`src/rtl/cio_pkg.sv`:
```
package cio_pkg;
  typedef enum logic [2:0] {
    PH_IDLE    = 3'd0,
    PH_SETUP   = 3'd1,
    PH_STROBE  = 3'd2,
    PH_HOLD    = 3'd3,
    PH_RELEASE = 3'd4
  } phase_t;

  function automatic int ns_to_cyc(input int ns, input int period);
    int c;
    c = (ns + period - 1) / period;
    return (c < 1) ? 1 : c;
  endfunction

  function automatic int max4(input int a, input int b, input int c, input int d);
    int m;
    m = a;
    if (b > m) m = b;
    if (c > m) m = c;
    if (d > m) m = d;
    return m;
  endfunction
endpackage

```
`src/rtl/cio_phase_timer.sv`:
```
module cio_phase_timer #(
  parameter int CNT_W = 5
) (
  input  logic             clk,
  input  logic             rst,
  input  logic             load,
  input  logic [CNT_W-1:0] load_val,
  output logic             expired
);
  logic [CNT_W-1:0] cnt;

  always_ff @(posedge clk) begin
    if (rst) begin
      cnt <= '0;
    end else if (load) begin
      cnt <= load_val;
    end else if (cnt != '0) begin
      cnt <= cnt - 1'b1;
    end
  end

  assign expired = (cnt == '0);
endmodule

```
`src/rtl/cio_phase_fsm.sv`:
```
module cio_phase_fsm
  import cio_pkg::*;
#(
  parameter int CNT_W      = 5,
  parameter int SETUP_CYC  = 7,
  parameter int STROBE_CYC = 17,
  parameter int HOLD_CYC   = 3
) (
  input  logic             clk,
  input  logic             rst,
  input  logic             accept,
  input  logic             expired,
  output logic             load,
  output logic [CNT_W-1:0] load_val,
  output phase_t           phase
);
  localparam logic [CNT_W-1:0] SETUP_LD  = CNT_W'(SETUP_CYC - 1);
  localparam logic [CNT_W-1:0] STROBE_LD = CNT_W'(STROBE_CYC - 1);
  localparam logic [CNT_W-1:0] HOLD_LD   = CNT_W'(HOLD_CYC - 1);

  phase_t nxt;

  always_comb begin
    nxt      = phase;
    load     = 1'b0;
    load_val = '0;
    unique case (phase)
      PH_IDLE: if (accept) begin
        nxt = PH_SETUP; load = 1'b1; load_val = SETUP_LD;
      end
      PH_SETUP: if (expired) begin
        nxt = PH_STROBE; load = 1'b1; load_val = STROBE_LD;
      end
      PH_STROBE: if (expired) begin
        nxt = PH_HOLD; load = 1'b1; load_val = HOLD_LD;
      end
      PH_HOLD: if (expired) begin
        nxt = PH_RELEASE; load = 1'b1;
      end
      PH_RELEASE: nxt = PH_IDLE;
      default: nxt = PH_IDLE;
    endcase
  end

  always_ff @(posedge clk) begin
    if (rst) phase <= PH_IDLE;
    else     phase <= nxt;
  end
endmodule

```
`src/rtl/cio_bus_drive.sv`:
```
module cio_bus_drive
  import cio_pkg::*;
#(
  parameter int ADDR_W = 11,
  parameter int DATA_W = 16
) (
  input  logic              clk,
  input  logic              rst,
  input  logic              accept,
  input  logic [ADDR_W-1:0] in_addr,
  input  logic [DATA_W-1:0] in_data,
  input  logic              in_reg,
  input  phase_t            phase,
  output logic [ADDR_W-1:0] bus_addr,
  output logic [DATA_W-1:0] bus_data_o,
  output logic              bus_data_oe,
  output logic              bus_ce_n,
  output logic              bus_reg_n,
  output logic              bus_iowr_n,
  output logic              done
);
  logic [ADDR_W-1:0] addr_q;
  logic [DATA_W-1:0] data_q;
  logic              reg_q;
  logic              window;

  always_ff @(posedge clk) begin
    if (rst) begin
      addr_q <= '0;
      data_q <= '0;
      reg_q  <= 1'b0;
    end else if (accept) begin
      addr_q <= in_addr;
      data_q <= in_data;
      reg_q  <= in_reg;
    end
  end

  assign window      = (phase == PH_SETUP) || (phase == PH_STROBE) || (phase == PH_HOLD);
  assign bus_addr    = addr_q;
  assign bus_data_o  = data_q;
  assign bus_data_oe = window;
  assign bus_ce_n    = !window;
  assign bus_reg_n   = !(window && reg_q);
  assign bus_iowr_n  = (phase != PH_STROBE);
  assign done        = (phase == PH_RELEASE);
endmodule

```
`src/rtl/cio_write_seq.sv`:
```
module cio_write_seq
  import cio_pkg::*;
#(
  parameter int ADDR_W    = 11,
  parameter int DATA_W    = 16,
  parameter int CLK_NS    = 10,
  parameter int T_ADDR_SU = 70,
  parameter int T_ADDR_HD = 20,
  parameter int T_DATA_SU = 60,
  parameter int T_DATA_HD = 30,
  parameter int T_STB_W   = 165,
  parameter int T_CE_SU   = 5,
  parameter int T_CE_HD   = 20,
  parameter int T_REG_SU  = 5,
  parameter int T_REG_HD  = 0
) (
  input  logic              clk,
  input  logic              rst,
  input  logic              req_valid,
  output logic              req_ready,
  input  logic [ADDR_W-1:0] req_addr,
  input  logic [DATA_W-1:0] req_data,
  input  logic              req_reg,
  output logic [ADDR_W-1:0] bus_addr,
  output logic [DATA_W-1:0] bus_data_o,
  output logic              bus_data_oe,
  output logic              bus_ce_n,
  output logic              bus_reg_n,
  output logic              bus_iowr_n,
  output logic              busy,
  output logic              done
);
  localparam int SETUP_CYC  = ns_to_cyc(max4(T_ADDR_SU, T_DATA_SU, T_CE_SU, T_REG_SU), CLK_NS);
  localparam int STROBE_CYC = ns_to_cyc(T_STB_W, CLK_NS);
  localparam int HOLD_CYC   = ns_to_cyc(max4(T_ADDR_HD, T_DATA_HD, T_CE_HD, T_REG_HD), CLK_NS);
  localparam int MAX_CYC    = max4(SETUP_CYC, STROBE_CYC, HOLD_CYC, 1);
  localparam int CNT_W      = $clog2(MAX_CYC + 1);

  phase_t           phase;
  logic             accept;
  logic             load;
  logic [CNT_W-1:0] load_val;
  logic             expired;

  assign req_ready = (phase == PH_IDLE);
  assign busy      = !req_ready;
  assign accept    = req_valid && req_ready;

  cio_phase_timer #(.CNT_W(CNT_W)) timer_i (
    .clk(clk), .rst(rst), .load(load), .load_val(load_val), .expired(expired)
  );

  cio_phase_fsm #(
    .CNT_W(CNT_W), .SETUP_CYC(SETUP_CYC), .STROBE_CYC(STROBE_CYC), .HOLD_CYC(HOLD_CYC)
  ) fsm_i (
    .clk(clk), .rst(rst), .accept(accept), .expired(expired),
    .load(load), .load_val(load_val), .phase(phase)
  );

  cio_bus_drive #(.ADDR_W(ADDR_W), .DATA_W(DATA_W)) drive_i (
    .clk(clk), .rst(rst), .accept(accept),
    .in_addr(req_addr), .in_data(req_data), .in_reg(req_reg), .phase(phase),
    .bus_addr(bus_addr), .bus_data_o(bus_data_o), .bus_data_oe(bus_data_oe),
    .bus_ce_n(bus_ce_n), .bus_reg_n(bus_reg_n), .bus_iowr_n(bus_iowr_n), .done(done)
  );
endmodule

```
`config.mk`:
```
export PLATFORM = sky130hd
export DESIGN_NAME = cio_write_seq
export DESIGN_NICKNAME = d
export VERILOG_FILES = /design/src/rtl/cio_pkg.sv /design/src/rtl/cio_phase_timer.sv /design/src/rtl/cio_phase_fsm.sv /design/src/rtl/cio_bus_drive.sv /design/src/rtl/cio_write_seq.sv
export SDC_FILE = /design/constraint.sdc
export NUM_CORES = 1
export LEC_CHECK = 0
export ABC_CLOCK_PERIOD_IN_PS = 2050
export CORE_UTILIZATION = 41
export CTS_CLUSTER_DIAMETER = 60
export DETAILED_ROUTE_END_ITERATION = 8
export HOLD_SLACK_MARGIN = 0.1
export PLACE_DENSITY = 0.79
export RECOVER_POWER = 25
export SLEW_MARGIN = 20
export SYNTH_ARGS = -nofsm -noshare
export SYNTH_HDL_FRONTEND = slang
export SYNTH_SLANG_ARGS = --single-unit
```
`constraint.sdc`:
```
create_clock -name clk -period 2.05 [get_ports clk]
set_input_delay 0.5125 -clock clk [delete_from_list [all_inputs] [get_ports clk]]
set_output_delay 0.5125 -clock clk [all_outputs]
set_load 0.03 [all_outputs]
```
**Word-level counts from Yosys, hierarchy flattened**

Cells that the tools add are included.

- Output and inout port bits: 34
- Flip-flop bits (word level): 36
- Bits of input ports: 31
- ROM bits: 0
- Memories kept: 0
- Logic and storage cells: 42
- Bits in latches: 0
- Memory bits (writable): 0

- Reduce and logical (&&, ||, !) cells: 13
- Equal/unequal tests: 9
- Bitwise logic cells: 0
- Muxes and demuxes: 14
- $mul: 0
- $add $sub $neg: 1
- Shift operators: 0
- Order comparisons: 0
- Div/mod/pow operators: 0

Operator list:

| kind | count |
|---|---|
| 2-to-1 mux 3 bit | 5 |
| 2-to-1 mux 5 bit | 3 |
| case mux 5 bit (3 select lines) | 1 |
| case mux 3 bit (4 select lines) | 1 |
| equality test 3 x 2 -> 1 bit (second input constant) | 2 |
| inequality test 2 bit (second input constant) | 3 |
| logical NOT 5 bit | 1 |
| nonzero test 5 bit | 1 |
| subtractor 5 x 1 -> 5 bit (second input constant) | 1 |
| AND reduction 4 bit | 1 |
| equality test 3 x 1 -> 1 bit (second input constant) | 1 |
| equality test 3 bit (second input constant) | 1 |
| logical NOT 1 bit | 3 |
| logical NOT 3 bit | 1 |
| inequality test 3 x 2 -> 1 bit (second input constant) | 1 |
| OR reduction 3 bit | 1 |
| logical AND 1 bit | 2 |
| logical OR 1 bit | 2 |
| 2-to-1 mux 1 bit | 2 |
| 2-to-1 mux 2 bit | 1 |
| inequality test 2 x 1 -> 1 bit (second input constant) | 1 |
| case mux 1 bit (2 select lines) | 1 |
| nonzero test 2 bit | 1 |

**Longest topological paths before layout**

- Depth in word-level cells: 5
- Depth in mapped cells: 6
- Gate-level depth less buffers: 5

**Hierarchy**

From an unflattened synthesis, not the netlist that was laid out.

- Cell total of the unflattened synthesis: 152
- Area, all modules: 1,545.2 um^2

By module, submodules not included:

| module | cells an instance | area an instance (um^2) | instances | seq. area each (um^2) |
|---|---|---|---|---|
| cio_bus_drive | 95 | 1,043.5 | 1 | 560.5 |
| cio_phase_timer | 32 | 287.8 | 1 | 100.1 |
| cio_phase_fsm | 22 | 193.9 | 1 | 60.1 |
| cio_write_seq | 3 | 20.0 | 1 | 0.0 |

**Least setup slack after synthesis**

OpenSTA, ideal clock, no wires.

- Kind: register to output
- From: register fsm_i.phase[1]
- To: output port busy
- Path buffers: 1
- Data arrival time: 1.509 ns
- Cell stages (with the launch flop): 4
- Required time: 1.537 ns
- Setup slack: 0.028 ns
- Cells stage by stage: dfxtp_1 > buf_6 > nor3_1 > inv_1

- Word-level cells in the longest chain between the ends: 2

Ends and longest elaborated chain:

| what | RTL line | RTL |
|---|---|---|
| start, declared | cio_phase_fsm.sv:15 | `output phase_t phase` |
| start signal, assigned | cio_phase_fsm.sv:47 | `else phase <= nxt;` |
| logical NOT 3 bit | cio_write_seq.sv:45 | `assign req_ready = (phase == PH_IDLE);` |
| named net req_ready | cio_write_seq.sv:20 | `output logic req_ready,` |
| logical NOT 1 bit | cio_write_seq.sv:46 | `assign busy = !req_ready;` |
| end, declared | cio_write_seq.sv:30 | `output logic busy,` |

The timed path passes the listed nets, and every way through them passes these cells.

**Final worst setup path**

- From: register fsm_i.phase[0]
- To: output port bus_ce_n

- Word-level cells in the longest chain between the ends: 4
- Elaborated cells on any way between the ends: 6
- Those cells by class: eq/ne: 3; reduce/logical: 3

Ends and longest elaborated chain:

| what | RTL line | RTL |
|---|---|---|
| equality test 3 x 1 -> 1 bit / equality test 3 x 2 -> 1 bit (equally long branches) | cio_bus_drive.sv:39 | `assign window = (phase == PH_SETUP) \|\| (phase == PH_STROBE) \|\| (phase == PH_HOLD);` |
| logical OR 1 bit | cio_bus_drive.sv:39 |  |
| logical OR 1 bit * | cio_bus_drive.sv:39 |  |
| logical NOT 1 bit * | cio_bus_drive.sv:43 | `assign bus_ce_n = !window;` |
| end, declared | cio_write_seq.sv:27 | `output logic bus_ce_n,` |

Mark *: on every way between the ends. The rest lies on a longest branch, timed or not.

==> results.yml <==
hold_path:
  hold_path.class: "reg -> reg"
  hp-start: "drive_i.bus_data_o[1]$_SDFFE_PP0P_"
  hold_end: "drive_i.bus_data_o[1]$_SDFFE_PP0P_"
  worst_hold_path.num_cells: 2
synth:
  synth_most_common_cell: "nand2_1"
  yosys-top-cells-area: "dfxtp_1 (50%), nand2_1 (15%), a21oi_1 (11%), buf_6 (2.3%), buf_2 (1.7%)"
  synth_area_sq_um: 1440
  yosys.area.top_type: "dfxtp_1"
  yosys.area.top_type_share: 0.499
  synthTopCellsByCount: "nand2_1 (59), dfxtp_1 (36), a21oi_1 (32), inv_1 (6), buf_2 (5)"
  synth_cells: 175
  synthesis.nets: 207
  ys.flop_type: "dfxtp_1"
  synth_enable_flop_cells: 0
  yosysUniqueCellTypes: 32
  async_flop_share: 0
  ys_seq_area_frac: 0.499
  ys_warn_count: 0
  synth-seq-cells: 36
  postSynthAreaPerCell_sq_um: 8.25
global_routing:
  grt.overflow.total: 0
  grt_pass1_vias: 1138
  antenna_found_initial: 0
  grt_first_pass_wirelength_microns: 5100
  grt_use_total: 0.189
  grt_max_degree: 30
die:
  initial_core_util: 0.429
  fp.dieH_microns: 61.3
  boundaryPins: 65
  core_sq_um: 3360
  die_area_sq_um: 3760
  rows: 21
  fp.dieW_microns: 61.3
placement:
  gp_congestion: 0.778
  port_buffers: 64
  dp_hpwl_microns: 2450
power_and_ir_drop:
  peakVddDrop_uv: 740
  powerDensity_nw_per_um2: 1160
  finalPower_mw: 2.54
  p_leak_nw: 0.833
cells_and_area:
  antenna_cells: 0
  layout-drive-gt1-share: 0.0902
  area.growth.synth_to_final_pct: 52.1
  nNetsFinal: 275
  postLayoutCoreUtil: 0.653
  num-fill-cells: 308
timing:
  hold_violations: 0
  setup_tns_ns: 0
  fmax_ghz: 0.512
  tightest_slew_ns: 0.932
  maxSlewViolCount: 0
  slew_headroom: 0.379
  rsz0062_at_grt: "no"
  fin_skew_ns: 0.00587
  final-setup-viol-count: 0
  fin_crit_sh: 0.952
  hold_ws_ns: 0.461
  period_needed_ns: 1.95
clock_tree:
  clockBufferDepth: 2
  cts_sinks: 36
  clk_pin_slew_ns: 0.11
  htreeDepth: 2
  cts_tree: "built"
  numCtsBuffers: 5
  cts.root.buffer_cell: "clkbuf_4"
  cts_hold_buf: 0
  clock_latency_ns: 0.34
setup_path:
  r2r_cells: 4
  critPathCaptureType: "output port"
  rrSetupSlack_ns: 0.18
  crit_arrival_ns: 1.44
  startpoint: "fsm_i.phase[0]$_SDFFE_PP0P_"
  timing.rr.start: "fsm_i.phase[1]$_SDFFE_PP0P_"
  required_ns: 1.54
  cp-start-kind: "flip-flop"
  critPathMaxFanout: 8
  rr_endpoint: "timer_i.cnt[4]$_SDFFE_PP0P_"
  crit_type: "reg -> out"
routing:
  drc: 0
  wirelength_microns: 3380
  drt-pass1-iter-count: 4
  post_drt_via_cell_ratio: 4.74
  wl_per_cell_microns: 11.7
  drt_iter0_drc: 56
  drtAntennaViolNets: 0
  via_count: 1374
run_status:
  status: "finished, final reports clean"
flow_run:
  maxCapViolations: 0
flip-flops by register name (all words and copies together), names as in the netlist:
register	count
drive_i.reg_q	1
fsm_i.phase	3
drive_i.bus_data_o	16
timer_i.cnt	5
drive_i.bus_addr	11
worst max path at each step:
stage	depth (start not counted)	slack, ns	end
final	3	0.1	bus_ce_n
after global routing	4	0.02	timer_i.cnt[4]$_SDFFE_PP0P_
after CTS	3	0.05	bus_iowr_n
after detailed placement	4	0.07	timer_i.cnt[4]$_SDFFE_PP0P_
after global placement	4	0.08	timer_i.cnt[4]$_SDFFE_PP0P_
after floorplan	3	0.03	busy
what timing repair did:
item                       in CTS  in global routing
setup buffers                   0                  0
pin swaps                       0                  0
resized for setup              10                  1
gates cloned                    0                  0
setup endpoints to repair       7                  1
cell type report:
type / instances / area (sq um) / share of cell area
flip-flops and latches: 36 / 723 / 0.329
clock inverters: 1 / 7.51 / 0.00342
clock buffers: 7 / 55.1 / 0.0251
multi-input cells: 121 / 632 / 0.288
repair buffers: 73 / 698 / 0.318
inverters: 6 / 22.5 / 0.0103
well taps: 46 / 57.6 / 0.0262
stage by stage:
stage,setup WS (ns),instances,area (sq um)
2_1_floorplan,0.0281,175,1440
3_3_place_gp,0.0797,282,2140
3_5_place_dp,0.0658,282,2140
4_1_cts,0.0535,290,2200
5_1_grt,0.0226,290,2200
6_report,0.0985,290,2200
report_power, final:
part / internal [mW] / total, mW / switching (mW)
logic: 0.508 / 1.19 / 0.686
registers: 0.839 / 0.947 / 0.108
clock network: 0.168 / 0.397 / 0.229
total: 1.52 / 2.54 / 1.02
layer usage:
layer,track usage,vias to the layer above,part of all wire
li1,-,717,-
met5,0,-,0
met4,0.0762,0,0.013
met2,0.323,41,0.50
met1,0.212,611,0.42
met3,0.0714,5,0.063
cells by family (layout without fill, tap and decap cells):
group | count (synthesis) | after routing | share of synthesized area
flip-flops | 36 | 36 | 0.499
adder cells (fa/ha/maj) | 1 | 1 | 0.00866
AO/OA/AOI/OAI | 38 | 38 | 0.142
AND/OR/NAND/NOR | 79 | 79 | 0.264
multiplexers | 1 | 1 | 0.00693
XOR/XNOR | 2 | 2 | 0.0121
buffers and inverters | 18 | 87 | 0.0667
worst max-delay path, cell delays in order (launching register included):
cell	delay, ns
dfxtp_2	0.38
o21ba_2	0.25
inv_1	0.08
dlygate4sd2_1	0.39
layout by cell type, fill, tap and decap left out, drive strengths merged, types with 2 or more instances in the layout:
master         instances
buf                    8
dfxtp                 36
nor3b                  2
or4b                   2
dlygate4sd2            6
inv                    6
nor4b                  3
nor3                   2
o21ai                  2
nor2                   2
clkbuf                 8
nor4                   3
nand2                 59
clkdlybuf4s50         57
a21oi                 32
Power figures use the tool's default switching activity.
